**src/rtl/gpio_led_pkg.sv**
```systemverilog
package gpio_led_pkg;
  localparam int DATA_W      = 32;
  localparam int FIELD_W     = 3;
  localparam int CFG_LED_LSB = 28;
  localparam int CFG_POL_LSB = 24;
  localparam int CFG_AUX_LSB = 20;
  localparam int CFG_BUF_LSB = 16;
  localparam int IO_DOUT_LSB = 0;
  localparam int IO_DIR_LSB  = 8;
  localparam int IO_PIN_LSB  = 16;

  typedef enum logic [1:0] {
    RA_CFG = 2'd0,
    RA_IO  = 2'd1,
    RA_STS = 2'd2,
    RA_EN  = 2'd3
  } reg_addr_e;
endpackage

```
**src/rtl/gpio_led_infilt.sv**
```systemverilog
module gpio_led_infilt #(
  parameter int FILT_CYCLES = 3
) (
  input  logic clk,
  input  logic rst,
  input  logic pin_async,
  input  logic pol_high,
  output logic lvl_sync,
  output logic qual
);
  localparam int CNT_W = $clog2(FILT_CYCLES + 1);
  localparam logic [CNT_W-1:0] CNT_MAX = CNT_W'(FILT_CYCLES);

  logic             s1_q, s2_q;
  logic [CNT_W-1:0] run_q;
  logic             active;

  // synchroniser flops carry no reset so they track the pad during reset
  always_ff @(posedge clk) begin
    s1_q <= pin_async;
    s2_q <= s1_q;
  end

  assign active = (s2_q == pol_high);

  always_ff @(posedge clk) begin
    if (rst)
      run_q <= '0;
    else if (!active)
      run_q <= '0;
    else if (run_q != CNT_MAX)
      run_q <= run_q + 1'b1;
  end

  assign lvl_sync = s2_q;
  assign qual     = (run_q == CNT_MAX);
endmodule

```
**src/rtl/gpio_led_pad.sv**
```systemverilog
module gpio_led_pad (
  input  logic clk,
  input  logic rst,
  input  logic led_mode,
  input  logic push_pull,
  input  logic dir_out,
  input  logic dout,
  input  logic led_val,
  output logic pad_out,
  output logic pad_oe
);
  logic drive, val;

  assign drive = led_mode | dir_out;
  assign val   = led_mode ? led_val : dout;

  always_ff @(posedge clk) begin
    if (rst || !drive) begin
      pad_out <= 1'b0;
      pad_oe  <= 1'b0;
    end else if (push_pull) begin
      pad_out <= val;
      pad_oe  <= 1'b1;
    end else begin
      pad_out <= 1'b0;
      pad_oe  <= ~val;
    end
  end
endmodule

```
**src/rtl/gpio_led_regs.sv**
```systemverilog
module gpio_led_regs
  import gpio_led_pkg::*;
#(
  parameter int NPINS = 3
) (
  input  logic              clk,
  input  logic              rst,
  input  logic              wr,
  input  logic              rd,
  input  logic [1:0]        addr,
  input  logic [DATA_W-1:0] wdata,
  output logic [DATA_W-1:0] rdata,
  input  logic [NPINS-1:0]  pin_lvl,
  input  logic [NPINS-1:0]  qual,
  output logic [NPINS-1:0]  led_en,
  output logic [NPINS-1:0]  pol,
  output logic [NPINS-1:0]  buf_pp,
  output logic [NPINS-1:0]  dout,
  output logic [NPINS-1:0]  dir,
  output logic [NPINS-1:0]  sts,
  output logic [NPINS-1:0]  ien,
  output logic              irq
);
  logic [FIELD_W-1:0] aux_q;
  logic [NPINS-1:0]   set_v, clr_v;
  logic [DATA_W-1:0]  rd_mux;
  logic               wr_cfg, wr_io, wr_sts, wr_en;
  logic               unused_wdata;

  assign unused_wdata = ^wdata;
  assign wr_cfg = wr && (addr == RA_CFG);
  assign wr_io  = wr && (addr == RA_IO);
  assign wr_sts = wr && (addr == RA_STS);
  assign wr_en  = wr && (addr == RA_EN);

  always_ff @(posedge clk) begin
    if (rst) begin
      led_en <= '0;
      pol    <= '0;
      buf_pp <= '0;
      aux_q  <= '0;
      dout   <= '0;
      dir    <= '0;
      ien    <= '0;
    end else begin
      if (wr_cfg) begin
        led_en <= wdata[CFG_LED_LSB +: NPINS];
        pol    <= wdata[CFG_POL_LSB +: NPINS];
        buf_pp <= wdata[CFG_BUF_LSB +: NPINS];
        aux_q  <= wdata[CFG_AUX_LSB +: FIELD_W];
      end
      if (wr_io) begin
        dout <= wdata[IO_DOUT_LSB +: NPINS];
        dir  <= wdata[IO_DIR_LSB +: NPINS];
      end
      if (wr_en)
        ien <= wdata[NPINS-1:0];
    end
  end

  // sticky status: a clear wins for one cycle, a persisting cause re-sets next
  assign set_v = qual & ~led_en;
  assign clr_v = wr_sts ? wdata[NPINS-1:0] : '0;

  always_ff @(posedge clk) begin
    if (rst) begin
      sts <= '0;
      irq <= 1'b0;
    end else begin
      sts <= (sts | set_v) & ~clr_v;
      irq <= |(sts & ien);
    end
  end

  always_comb begin
    rd_mux = '0;
    unique case (addr)
      RA_CFG: begin
        rd_mux[CFG_LED_LSB +: NPINS]   = led_en;
        rd_mux[CFG_POL_LSB +: NPINS]   = pol;
        rd_mux[CFG_BUF_LSB +: NPINS]   = buf_pp;
        rd_mux[CFG_AUX_LSB +: FIELD_W] = aux_q;
      end
      RA_IO: begin
        rd_mux[IO_DOUT_LSB +: NPINS] = dout;
        rd_mux[IO_DIR_LSB +: NPINS]  = dir;
        rd_mux[IO_PIN_LSB +: NPINS]  = pin_lvl;
      end
      RA_STS:  rd_mux[NPINS-1:0] = sts;
      default: rd_mux[NPINS-1:0] = ien;
    endcase
  end

  always_ff @(posedge clk) begin
    if (rst)
      rdata <= '0;
    else if (rd)
      rdata <= rd_mux;
  end
endmodule

```
**src/rtl/gpio_led_mux.sv**
```systemverilog
module gpio_led_mux
  import gpio_led_pkg::*;
#(
  parameter int NPINS       = 3,
  parameter int FILT_CYCLES = 3
) (
  input  logic              clk,
  input  logic              rst,
  input  logic              reg_wr,
  input  logic              reg_rd,
  input  logic [1:0]        reg_addr,
  input  logic [DATA_W-1:0] reg_wdata,
  output logic [DATA_W-1:0] reg_rdata,
  input  logic [NPINS-1:0]  led_in,
  input  logic [NPINS-1:0]  pin_in,
  output logic [NPINS-1:0]  pin_out,
  output logic [NPINS-1:0]  pin_oe,
  output logic              irq
);
  logic [NPINS-1:0] led_en, pol, buf_pp, dout, dir, sts, ien, qual, pin_lvl;

  gpio_led_regs #(.NPINS(NPINS)) u_regs (
    .clk(clk), .rst(rst), .wr(reg_wr), .rd(reg_rd), .addr(reg_addr),
    .wdata(reg_wdata), .rdata(reg_rdata), .pin_lvl(pin_lvl), .qual(qual),
    .led_en(led_en), .pol(pol), .buf_pp(buf_pp), .dout(dout), .dir(dir),
    .sts(sts), .ien(ien), .irq(irq)
  );

  for (genvar i = 0; i < NPINS; i++) begin : g_pin
    gpio_led_infilt #(.FILT_CYCLES(FILT_CYCLES)) u_filt (
      .clk(clk), .rst(rst), .pin_async(pin_in[i]), .pol_high(pol[i]),
      .lvl_sync(pin_lvl[i]), .qual(qual[i])
    );
    gpio_led_pad u_pad (
      .clk(clk), .rst(rst), .led_mode(led_en[i]), .push_pull(buf_pp[i]),
      .dir_out(dir[i]), .dout(dout[i]), .led_val(led_in[i]),
      .pad_out(pin_out[i]), .pad_oe(pin_oe[i])
    );
  end
endmodule

```
**config.mk**
```make
export PLATFORM = sky130hd
export DESIGN_NAME = gpio_led_mux
export DESIGN_NICKNAME = d
export VERILOG_FILES = /design/src/rtl/gpio_led_pkg.sv /design/src/rtl/gpio_led_infilt.sv /design/src/rtl/gpio_led_pad.sv /design/src/rtl/gpio_led_regs.sv /design/src/rtl/gpio_led_mux.sv
export SDC_FILE = /design/constraint.sdc
export NUM_CORES = 1
export LEC_CHECK = 0
export ABC_AREA = 1
export BUFFER_PORTS_ARGS = -buffer_cell sky130_fd_sc_hd__buf_2
export CAP_MARGIN = 10
export CORE_AREA = 2 2 79 81
export DETAILED_ROUTE_END_ITERATION = 12
export DIE_AREA = 0 0 81 83
export PLACE_DENSITY_LB_ADDON = 0.25
export SKIP_CTS_REPAIR_TIMING = 1
export SLEW_MARGIN = 25
export SYNTH_ARGS = -nofsm -noshare
export SYNTH_HDL_FRONTEND = slang
export SYNTH_SLANG_ARGS = --single-unit
```
**constraint.sdc**
```tcl
create_clock -name clk -period 1 [get_ports clk]
set_input_delay 0.1 -clock clk [delete_from_list [all_inputs] [get_ports clk]]
set_output_delay 0.1 -clock clk [all_outputs]
set_load 0.01 [all_outputs]
```
## Yosys cells after proc, flatten, opt, wreduce, memory -nomap -nowiden

Index checks and enable logic that the tools add are counted.

| cells by class | value |
|---|---|
| $add $sub $neg | 3 |
| equality and inequality tests | 12 |
| mux-type cells | 13 |
| bitwise gates (word level) | 18 |
| shift-type cells | 0 |
| $mul | 0 |
| div/mod/pow operators | 0 |
| $lt $le $gt $ge | 0 |
| reduce and logical (&&, ||, !) cells | 18 |

Operator list:

| kind | count |
|---|---|
| 3-bit 2-to-1 mux | 5 |
| 2-bit OR reduction | 6 |
| 2-bit == test, second input constant | 5 |
| 3-bit AND | 3 |
| 1-bit NOT | 9 |
| 3-bit case mux with 3 select lines | 1 |
| 2-bit by 1-bit adder with 2-bit output, second input constant | 3 |
| 1-bit 2-to-1 mux | 6 |
| 2-bit inequality test, second input constant | 3 |
| 3-bit NOT | 2 |
| 3-bit case mux with 2 select lines | 1 |
| 1-bit logical AND | 4 |
| 1-bit == test | 3 |
| 1-bit zero test | 3 |
| 1-bit logical OR | 3 |
| 1-bit bitwise OR | 3 |
| 3-bit bitwise OR | 1 |
| 3-bit OR reduction | 1 |
| 2-bit by 1-bit == test with 1-bit output, second input constant | 1 |
| 2-bit zero test | 1 |

| storage, ports and cells | value |
|---|---|
| output and inout port bits | 39 |
| bits in read-only memories | 0 |
| input bits | 44 |
| memories | 0 |
| latch bits | 0 |
| memory bits (writable) | 0 |
| register bits | 61 |

## Depth between registers and ports, before layout

Gate-level depths: netlist (run 1).

| depth | value |
|---|---|
| depth after elaboration | 5 |
| gate-level depth with buffers | 6 |
| mapped depth without buffers | 5 |

## Modules after synthesis

Synthesis (run 1) repeated with hierarchy kept, for this count alone.

| unflattened totals | value |
|---|---|
| cell total of the unflattened synthesis | 381 |
| area total of the unflattened synthesis | 2,712.6 um^2 |

By module, submodules not included:

| module | times used | cells each | area each (um^2) | seq. area each (um^2) |
|---|---|---|---|---|
| gpio_led_regs | 1 | 261 | 1,894.3 | 860.8 |
| gpio_led_infilt | 3 | 23 | 170.2 | 80.1 |
| gpio_led_pad | 3 | 17 | 102.6 | 40.0 |

## Least setup slack after synthesis (run 1)

Ideal clock, no wire load.

| path | value |
|---|---|
| kind | reg-to-reg |
| from | register g_pin[0].u_filt.run_q[0] |
| to | register g_pin[0].u_filt.run_q[1] |
| arrival | 802 ps |
| period minus slack after synthesis | 917 ps |
| data required time | 885 ps |
| slack | 83 ps |
| cell stages (with the launch flop) | 6 |
| path through | dfxtp_1 > ha_1 > inv_1 > nor2_1 > a21oi_1 > nor2_1 |

| on the way | value |
|---|---|
| longest elaborated chain between the ends | 1 |

Ends and longest elaborated chain:

| what | line | RTL |
|---|---|---|
| start, declared | gpio_led_infilt.sv:15 | `logic [CNT_W-1:0] run_q;` |
| start signal, assigned | gpio_led_infilt.sv:32 | `run_q <= run_q + 1'b1;` |
| 2-bit by 1-bit adder with 2-bit output or 2-bit inequality test (tied branches) | gpio_led_infilt.sv:32, gpio_led_infilt.sv:31 |  |

Several ways; a longest one is shown, not always the timed one.
A chain may end at the register's enable or synchronous reset.

## Final worst setup path (run 1)

| path | value |
|---|---|
| from | register g_pin[0].u_filt.run_q[1] |
| to | register g_pin[0].u_filt.run_q[1] |

The elaborated chain is that of the path after synthesis.

==> results of run 1 <==
==> per-stage QoR <==
stage / util (%) / instance area (µm²)
2_1_floorplan: - / 2611
3_3_place_gp: 49.61 / 2885
3_5_place_dp: 49.61 / 2885
4_1_cts: 52.45 / 3050
5_1_grt: 53.94 / 3137
6_report: 53.94 / 3137
==> placed cells by master (no fill, tap or decap) <==
| cell | n |
|---|---|
| a21oi_1 | 28 |
| and2_0 | 1 |
| buf_12 | 3 |
| buf_2 | 54 |
| buf_4 | 11 |
| clkbuf_1 | 1 |
| clkbuf_8 | 11 |
| clkinv_2 | 2 |
| conb_1 | 14 |
| dfxtp_1 | 56 |
| dfxtp_2 | 5 |
| dlygate4sd3_1 | 3 |
| ha_4 | 3 |
| inv_1 | 19 |
| inv_2 | 3 |
| nand2_1 | 61 |
| nand3_1 | 25 |
| nand3b_1 | 12 |
| nor2_1 | 51 |
| nor2_2 | 2 |
| nor3_1 | 1 |
| nor3_2 | 1 |
| nor3b_2 | 1 |
| o211ai_1 | 1 |
| o21ai_0 | 23 |
| xnor2_1 | 3 |
| xor2_1 | 3 |
==> logic make-up after synthesis <==
group	after synthesis	synth area share [%]
AND/OR/NAND/NOR	155	26.42
adder cells (fa/ha/maj)	3	1.465
other	1	0.1463
XOR/XNOR	6	2.051
flip-flops	61	47.66
buffers and inverters	58	12.01
AO/OA/AOI/OAI	52	10.25
==> worst max-delay path by stage <==
stage          depth (start not counted)                     start                        to
2_1_floorplan                          5  g_pin[0].u_filt.run_q[0]  g_pin[0].u_filt.run_q[1]
3_3_place_gp                           5  g_pin[0].u_filt.run_q[0]  g_pin[0].u_filt.run_q[1]
3_5_place_dp                           5  g_pin[1].u_filt.run_q[0]  g_pin[1].u_filt.run_q[1]
4_1_cts                                5  g_pin[1].u_filt.run_q[0]  g_pin[1].u_filt.run_q[1]
5_1_grt                                5  g_pin[1].u_filt.run_q[1]  g_pin[1].u_filt.run_q[1]
6_report                               5  g_pin[0].u_filt.run_q[1]  g_pin[0].u_filt.run_q[1]
==> power by group through the flow <==
stage	combinational (mW)	sequential (mW)	clock, mW
6_report	0.586	2.63	1.87
2_1_floorplan	0.379	2.67	0
4_1_cts	0.566	2.62	1.91
5_1_grt	0.670	2.64	2.03
3_3_place_gp	0.559	2.66	0
3_5_place_dp	0.562	2.67	0
==> flip-flops by register name, indices dropped and copies added (netlist names) <==
register / count
g_pin.u_filt.lvl_sync: 3
g_pin.u_filt.run_q: 6
g_pin.u_filt.s1_q: 3
g_pin.u_pad.pad_oe: 3
g_pin.u_pad.pad_out: 3
u_regs.aux_q: 3
u_regs.buf_pp: 3
u_regs.dir: 3
u_regs.dout: 3
u_regs.ien: 3
u_regs.irq: 1
u_regs.led_en: 3
u_regs.pol: 3
u_regs.rdata: 18
u_regs.sts: 3
==> worst register-to-register path: cells and delay by family (launching register included) <==
kind | cells | cell delay (ns)
and+or+nand+nor | 2 | 0.08
DFF | 1 | 0.38
AOI/OAI and AO/OA | 1 | 0.11
adders and majority gates | 1 | 0.21
buffers and inverters | 1 | 0.04
==> routing by layer <==
metal  GRT usage [%]  wire length (µm)
met1           23.26              2704
met2           27.05              2539
met3           5.326               324
met4           8.166                78
met5               0                 0
==> final cells by class <==
type	instances	area, µm²
Tap cell	75	93.84
Fill cell	590	2679
Clock buffer	12	155.1
Clock inverter	2	10.01
Inverter	22	82.58
Sequential cell	61	1227
Multi-Input combinational cell	230	1125
Timing Repair Buffer	71	442.9
==> out/results.ini, run 1 <==
[pwr]
vdd_drop_max_mv = 1.227
p_int_mw = 3.805
p_leak_nw = 1.445
power_frac_comb_pct = 11.5
switchingPower_mw = 1.282
powerDensity_nw_per_um2 = 1622
clkPwrFrac_pct = 36.8
p_sw_share_pct = 25.20
p_seq_share_pct = 51.6
power_mw = 5.087

[yosys]
syn_inst = 336
ys_top_cells_by_count = 61 x dfxtp_1, 61 x nand2_1, 51 x nor2_1
ys_seq_elements = 61
synth_top_area_share_pct = 47.66
synth_warnings = 0
synthDistinctLibCells = 22
synth-main-ff-cell = dfxtp_1
yosysSeqAreaShare_pct = 47.66
yosys-top-cells-area = dfxtp_1 48%, nand2_1 8.9%, nor2_1 7.5%
ys_async_sr_fraction_pct = 0
postSynthAreaPerCell_um2 = 7.626
synth_area_um2 = 2562
synth-edff-count = 0
yosys.area.top_type = dfxtp_1

[grt]
grt_pass1_vias = 2033
overflow = 0
grt_pass1_wl_mm = 9.308
grt_usage_pct = 17.90
grt_max_degree = 37
antenna_found_initial = 0

[worst_hold_path]
whs_path_depth = 3
holdCritPathClass = in2reg
min_to = u_regs.dir[1]
hold_start = reg_wdata[9]

[floorplanning]
core_area_um2 = 5816
die_h_um = 83
pin_count = 83
placementRows = 28
die_w_um = 81
dieArea_um2 = 6723
start_util_pct = 44.06

[setup_path]
rr_endpoint = g_pin[0].u_filt.run_q[1]
critPathKind = reg2reg
max_stage_delay_ns = 0.38
cp_cell_sequence = ha_4, inv_1, nor2_1, a21oi_1, nor2_1
path_buf_inv = 1
required_ns = 1.22
crit_path_end_kind = register
critPathMaxFanout = 2
r2r_slack_ns = 0.08
timing.critical_path.slowest_stage_cell = dfxtp_1
setup.worst_path.start_class = register
critPathArrivalTime_ns = 1.15
rr_worst_depth = 5
reg2reg_from = g_pin[0].u_filt.run_q[1]
crit_family = flip-flops
crit_path_frequent_cell = nor2_1

[timing]
min_period_ns = 0.9227
max_clock_freq_mhz = 1084
setup_violations = 0
min_period_over_period_pct = 92.27
final.setup.worst_slack_ns = 0.07735
fin_tns_setup_ns = 0
maxSlewViolCount = 0
timing.hold.ws_ns = 0.04287
skew_ns = 0.006355
hold_viol_final = 0

[routing]
drt_iter0_drc = 129
wl_mm = 5.646
via_per_inst = 4.638
drc = 0
post_drt_wl_per_cell_um = 11.94
ant_nets = 0
vias = 2194
dr.pass1.iters = 4

[clock_network]
cts_buffers = 9
clk_latency_ns = 0.33
cts_buffer_depth = 2
h-tree-depth = 3
cts_tree = built
clkSlewWorstSetupHoldPaths_ns = 0.06
clkSinkCount = 61
cts_root_buffer = clkbuf_8

[place]
place_congestion = 0.8074
dp_hpwl_mm = 3.897
port_buffers = 54
place_ws_ns = 0.02157
place_inst = 455

[layout]
synthToLayoutAreaGrowth_pct = 22.41
nets = 442
drive_gt1_share_pct = 24.12
post_layout_nonfiller_instances = 473
n_antenna_cell = 0

[run]
cap_violations = 0

[outcome]
status = finished clean

(Power assumes the default switching activity.)
==> run 2: changes to the inputs <==
--- a/config.mk
+++ b/config.mk
@@ -8,9 +8,9 @@
 export ABC_AREA = 1
 export BUFFER_PORTS_ARGS = -buffer_cell sky130_fd_sc_hd__buf_2
 export CAP_MARGIN = 10
-export CORE_AREA = 2 2 79 81
+export CORE_AREA = 2 2 110 59
 export DETAILED_ROUTE_END_ITERATION = 12
-export DIE_AREA = 0 0 81 83
+export DIE_AREA = 0 0 112 61
 export PLACE_DENSITY_LB_ADDON = 0.25
 export SKIP_CTS_REPAIR_TIMING = 1
 export SLEW_MARGIN = 25
==> run 2 against run 1 <==
Against the previous run: final cell count increased by 1.5%; setup slack got worse by 0.022 ns; die area increased by 1.6%; non-clock buffer count increased by 3.
==> out/results.ini, run 2 (synthesized netlist as in run 1, its figures left out) <==
[outcome]
status = finished clean

[layout]
fin_area_um2 = 3318
reg.largest.list = u_regs.rdata (18), g_pin.u_filt.run_q (6)
n_antenna_cell = 0
final_common_cell = nand2_1
regMostFlops = u_regs.rdata
largest_reg_flops = 18
synthToLayoutAreaGrowth_pct = 29.49
drive_gt1_share_pct = 25.06
final_cell_mix = 61 x nand2_1, 56 x dfxtp_1, 54 x buf_2
nets = 445

[run]
cap_violations = 0

[place]
place_congestion = 0.8094
dpl-instance-area_um2 = 2910
dp_hpwl_mm = 4.407
port_buffers = 54

[setup_path]
critPathLaunch = g_pin[2].u_filt.run_q[1]
rr_endpoint = g_pin[2].u_filt.run_q[1]
crit_family = flip-flops
r2r_slack_ns = 0.06
crit_path_end_kind = register
crit_path_frequent_cell = nor2_1
critPathKind = reg2reg
endpoint = g_pin[2].u_filt.run_q[1]
critPathArrivalTime_ns = 1.16
setup.worst_path.start_class = register
path_buf_inv = 1
max_stage_delay_ns = 0.36
critPathMaxFanout = 2
reg2reg_from = g_pin[2].u_filt.run_q[1]
timing.critical_path.slowest_stage_cell = dfxtp_2
cp_cell_sequence = ha_4, inv_1, nor2_1, a21oi_1, nor2_1
crit_cells = 5
required_ns = 1.21
rr_worst_depth = 5

[routing]
vias = 2261
post_drt_wl_per_cell_um = 12.80
dr.pass1.iters = 4
drc = 0
drt_iter0_drc = 120
ant_nets = 0
via_per_inst = 4.710
wl_mm = 6.143

[timing]
maxSlewViolCount = 0
min_period_ns = 0.9444
max_clock_freq_mhz = 1059
timing.hold.ws_ns = 0.04958
hold_viol_final = 0
rsz0062_at_grt = false
skew_ns = 0.004728
setup_violations = 0
min_period_over_period_pct = 94.44

[floorplanning]
die_h_um = 61
core_area_um2 = 5856
pin_count = 83
placementRows = 20
start_util_pct = 43.76
die_w_um = 112
dieArea_um2 = 6832

[pwr]
p_seq_share_pct = 40.0
p_leak_nw = 1.534
p_sw_share_pct = 22.32
clkPwrFrac_pct = 50.9
power_mw = 6.596
power_frac_comb_pct = 9.2
powerDensity_nw_per_um2 = 1988
switchingPower_mw = 1.473
p_int_mw = 5.124
vdd_drop_max_mv = 0.9013

[clock_network]
cts_buffers = 9
cts_root_buffer = clkbuf_16
cts_tree = built
clkSlewWorstSetupHoldPaths_ns = 0.05
clkSinkCount = 61
h-tree-depth = 3
cts_buffer_depth = 2
clk_latency_ns = 0.33

[grt]
overflow = 0
grt_pass1_wl_mm = 9.618
antenna_found_initial = 0
grt_usage_pct = 18.76
grt_max_degree = 37
grt_pass1_vias = 1994

[worst_hold_path]
whs_path_depth = 3
holdCritPathClass = in2reg

## run 2: cell types whose count changed in the layout (fill, tap and decap cells not counted), moves of 2 or more
cell	change
buf_4	+3
clkbuf_8	-9
bufinv_16	+2
clkbuf_16	+9
## run 2: final cells by class
cell class	count	area (µm²)
inverter	22	82.58
multi-input combinational	230	1120
fill	579	2537
tap	77	96.34
timing repair buffer	74	465.4
clock buffer	12	256.5
sequential	61	1227
clock inverter	4	70.07
## run 2: worst min-delay path by stage
stage                        from                    to  slack (ns)
finish              reg_wdata[10]         u_regs.dir[2]        0.05
global placement        pin_in[0]  g_pin[0].u_filt.s1_q        0.20
detailed placement      pin_in[1]  g_pin[1].u_filt.s1_q        0.20
floorplan               pin_in[0]  g_pin[0].u_filt.s1_q        0.13
global route        reg_wdata[10]         u_regs.dir[2]        0.06
CTS                     pin_in[1]  g_pin[1].u_filt.s1_q       -0.14
## run 2: stage by stage
stage	util [%]	instances	TNS [ns]	worst slack [ns]
2_1_floorplan	-	349	0	0.08292
3_3_place_gp	49.70	460	0	0.04745
3_5_place_dp	49.70	460	-0.001544	-0.001544
4_1_cts	55.28	476	-0.008480	-0.008480
5_1_grt	56.67	480	0	0.0002935
6_report	56.67	480	0	0.05558
## run 2: worst register-to-register path, stage by stage (launching register included)
cell and delay (ns):
dfxtp_2 0.36, ha_4 0.20, inv_1 0.05, nor2_1 0.04
a21oi_1 0.14, nor2_1 0.05
## run 2: power groups by stage
stage / combinational (mW) / sequential [mW] / clock (mW)
after detailed placement: 0.579 / 2.67 / 0
final: 0.605 / 2.64 / 3.35
after CTS: 0.582 / 2.63 / 3.41
after global placement: 0.567 / 2.67 / 0
after global routing: 0.677 / 2.65 / 3.55
after floorplan: 0.379 / 2.67 / 0
## run 2: routing by layer
metal	track usage [%]	part of all wire [%]	wire length (µm)	vias up
li1	-	-	-	1164
met1	25.11	48	2935	1012
met2	27.97	43	2620	82
met3	8.292	9.0	554	3
met4	5.226	0.52	32	0
met5	0	0	0	-
==> run 3: changes to the inputs <==
--- a/config.mk
+++ b/config.mk
@@ -6,7 +6,7 @@
 export NUM_CORES = 1
 export LEC_CHECK = 0
 export ABC_AREA = 1
-export BUFFER_PORTS_ARGS = -buffer_cell sky130_fd_sc_hd__buf_2
+export BUFFER_PORTS_ARGS = -buffer_cell sky130_fd_sc_hd__clkbuf_2
 export CAP_MARGIN = 10
 export CORE_AREA = 2 2 110 59
 export DETAILED_ROUTE_END_ITERATION = 12
==> run 3 against run 2 <==
Against the previous run: sequential share of layout area grew 0.50 points; setup slack worse by 0.0016 ns; clock-buffer cell count up 1; power fell by 2.7%; first-iteration DRC count grew 3.3%; final cell count is 0.21% lower; combinational power down 2%; clock skew fell by 0.00070 ns; critical path depth unchanged; largest cell class unchanged; highest routed layer unchanged.
==> out/results.ini, run 3 (synthesized netlist as in run 1, its figures left out) <==
[grt]
overflow = 0
grt_pass1_wl_mm = 9.915
grt_usage_pct = 19.18
grt_max_degree = 37
grt_pass1_vias = 2132
antenna_found_initial = 0

[layout]
n_antenna_cell = 0
num-fill-cells = 567
reg.largest.list = u_regs.rdata (18), g_pin.u_filt.run_q (6)
drive_gt1_share_pct = 24.38
regMostFlops = u_regs.rdata
fin_area_um2 = 3271
fin_util_pct = 55.85
final_common_cell = nand2_1
post_layout_nonfiller_instances = 479
final_cell_mix = 61 x nand2_1, 57 x dfxtp_1, 54 x clkbuf_2
largest_reg_flops = 18
synthToLayoutAreaGrowth_pct = 27.64
nets = 444

[pwr]
power_mw = 6.416
p_seq_share_pct = 41.1
power_frac_comb_pct = 9.2
switchingPower_mw = 1.485
clkPwrFrac_pct = 49.7
powerDensity_nw_per_um2 = 1962
vdd_drop_max_mv = 0.8113
p_leak_nw = 1.505
p_int_mw = 4.931
p_sw_share_pct = 23.15

[setup_path]
path_buf_inv = 1
setup.worst_path.start_class = register
critPathMaxFanout = 2
cp_cell_sequence = ha_1, inv_1, nor2_1, a21oi_1, nor2_1
critPathKind = reg2reg
critPathArrivalTime_ns = 1.16
timing.critical_path.slowest_stage_cell = dfxtp_2
max_stage_delay_ns = 0.32
crit_path_end_kind = register
crit_family = flip-flops
crit_path_frequent_cell = nor2_1
required_ns = 1.22

[routing]
wl_mm = 6.298
vias = 2261
ant_nets = 0
drc = 0
via_per_inst = 4.720
post_drt_wl_per_cell_um = 13.15
drt_iter0_drc = 124
dr.pass1.iters = 4

[timing]
max_clock_freq_mhz = 1057
min_period_over_period_pct = 94.60
rsz0062_at_grt = false
fin_tns_setup_ns = 0
hold_viol_final = 0
setup_violations = 0
final.setup.worst_slack_ns = 0.05402
maxSlewViolCount = 0
skew_ns = 0.004030
timing.hold.ws_ns = 0.03143
min_period_ns = 0.9460

[worst_hold_path]
holdCritPathClass = in2reg

[run]
cap_violations = 0

[floorplanning]
start_util_pct = 43.76
core_area_um2 = 5856
placementRows = 20
pin_count = 83
die_h_um = 61
die_w_um = 112
dieArea_um2 = 6832

[clock_network]
cts_tree = built
cts_root_buffer = clkbuf_16
cts_buffers = 9
clkSlewWorstSetupHoldPaths_ns = 0.05
clk_latency_ns = 0.33
h-tree-depth = 3
clkSinkCount = 61
cts_buffer_depth = 2

[place]
port_buffers = 54
dp_hpwl_mm = 4.419
place_inst = 460
dpl-instance-area_um2 = 2898
place_ws_ns = 0.03010
place_congestion = 0.8398

[outcome]
status = finished clean

## run 3: cell count changes in the layout (fill, tap and decap cells not counted), sizes merged
| cell | before | now |
|---|---|---|
| buf | 71 | 16 |
| bufinv | 2 | 1 |
| clkbuf | 12 | 67 |
| clkinv | 2 | 1 |
| clkinvlp | 0 | 1 |
## run 3: path summary, 6_finish.rpt
check	startpoint	endpoint	slack (ns)	depth (start not counted)
max	g_pin[2].u_filt.run_q[0]	g_pin[2].u_filt.run_q[1]	0.05	5
min reg2reg	g_pin[1].u_filt.s1_q	g_pin[1].u_filt.lvl_sync	0.32	0
min	reg_wdata[9]	u_regs.dir[1]	0.03	3
max reg2reg	g_pin[2].u_filt.run_q[0]	g_pin[2].u_filt.run_q[1]	0.05	5
## run 3: per-layer routing
layer | track usage [%] | share of wire [%]
met5 | 0 | 0
met2 | 31.08 | 43
met3 | 7.692 | 6.9
met1 | 24.38 | 49
met4 | 5.401 | 0.89
## run 3: power by group through the flow
| stage | registers (mW) | clock network, mW | logic [mW] |
|---|---|---|---|
| after floorplan | 2.67 | 0 | 0.379 |
| after global placement | 2.67 | 0 | 0.560 |
| after detailed placement | 2.68 | 0 | 0.571 |
| after CTS | 2.63 | 3.24 | 0.576 |
| after global routing | 2.65 | 3.35 | 0.669 |
| final | 2.63 | 3.19 | 0.593 |
## run 3: worst reg2reg max path: cells and delay by family (launching register included)
kind / cells / cell delay, ns
simple gates: 2 / 0.08
compound gates: 1 / 0.11
flops: 1 / 0.32
buf+inv: 1 / 0.05
fa+ha+maj: 1 / 0.28
## run 3: layout make-up
type / instances / area [µm²] / share of cell area (%)
well taps: 77 / 96.34 / 2.946
multi-input cells: 230 / 1107 / 33.86
inverters: 22 / 82.58 / 2.525
flip-flops and latches: 61 / 1226 / 37.49
clock buffers: 13 / 270.3 / 8.263
clock inverters: 3 / 42.54 / 1.301
repair buffers: 73 / 445.4 / 13.62
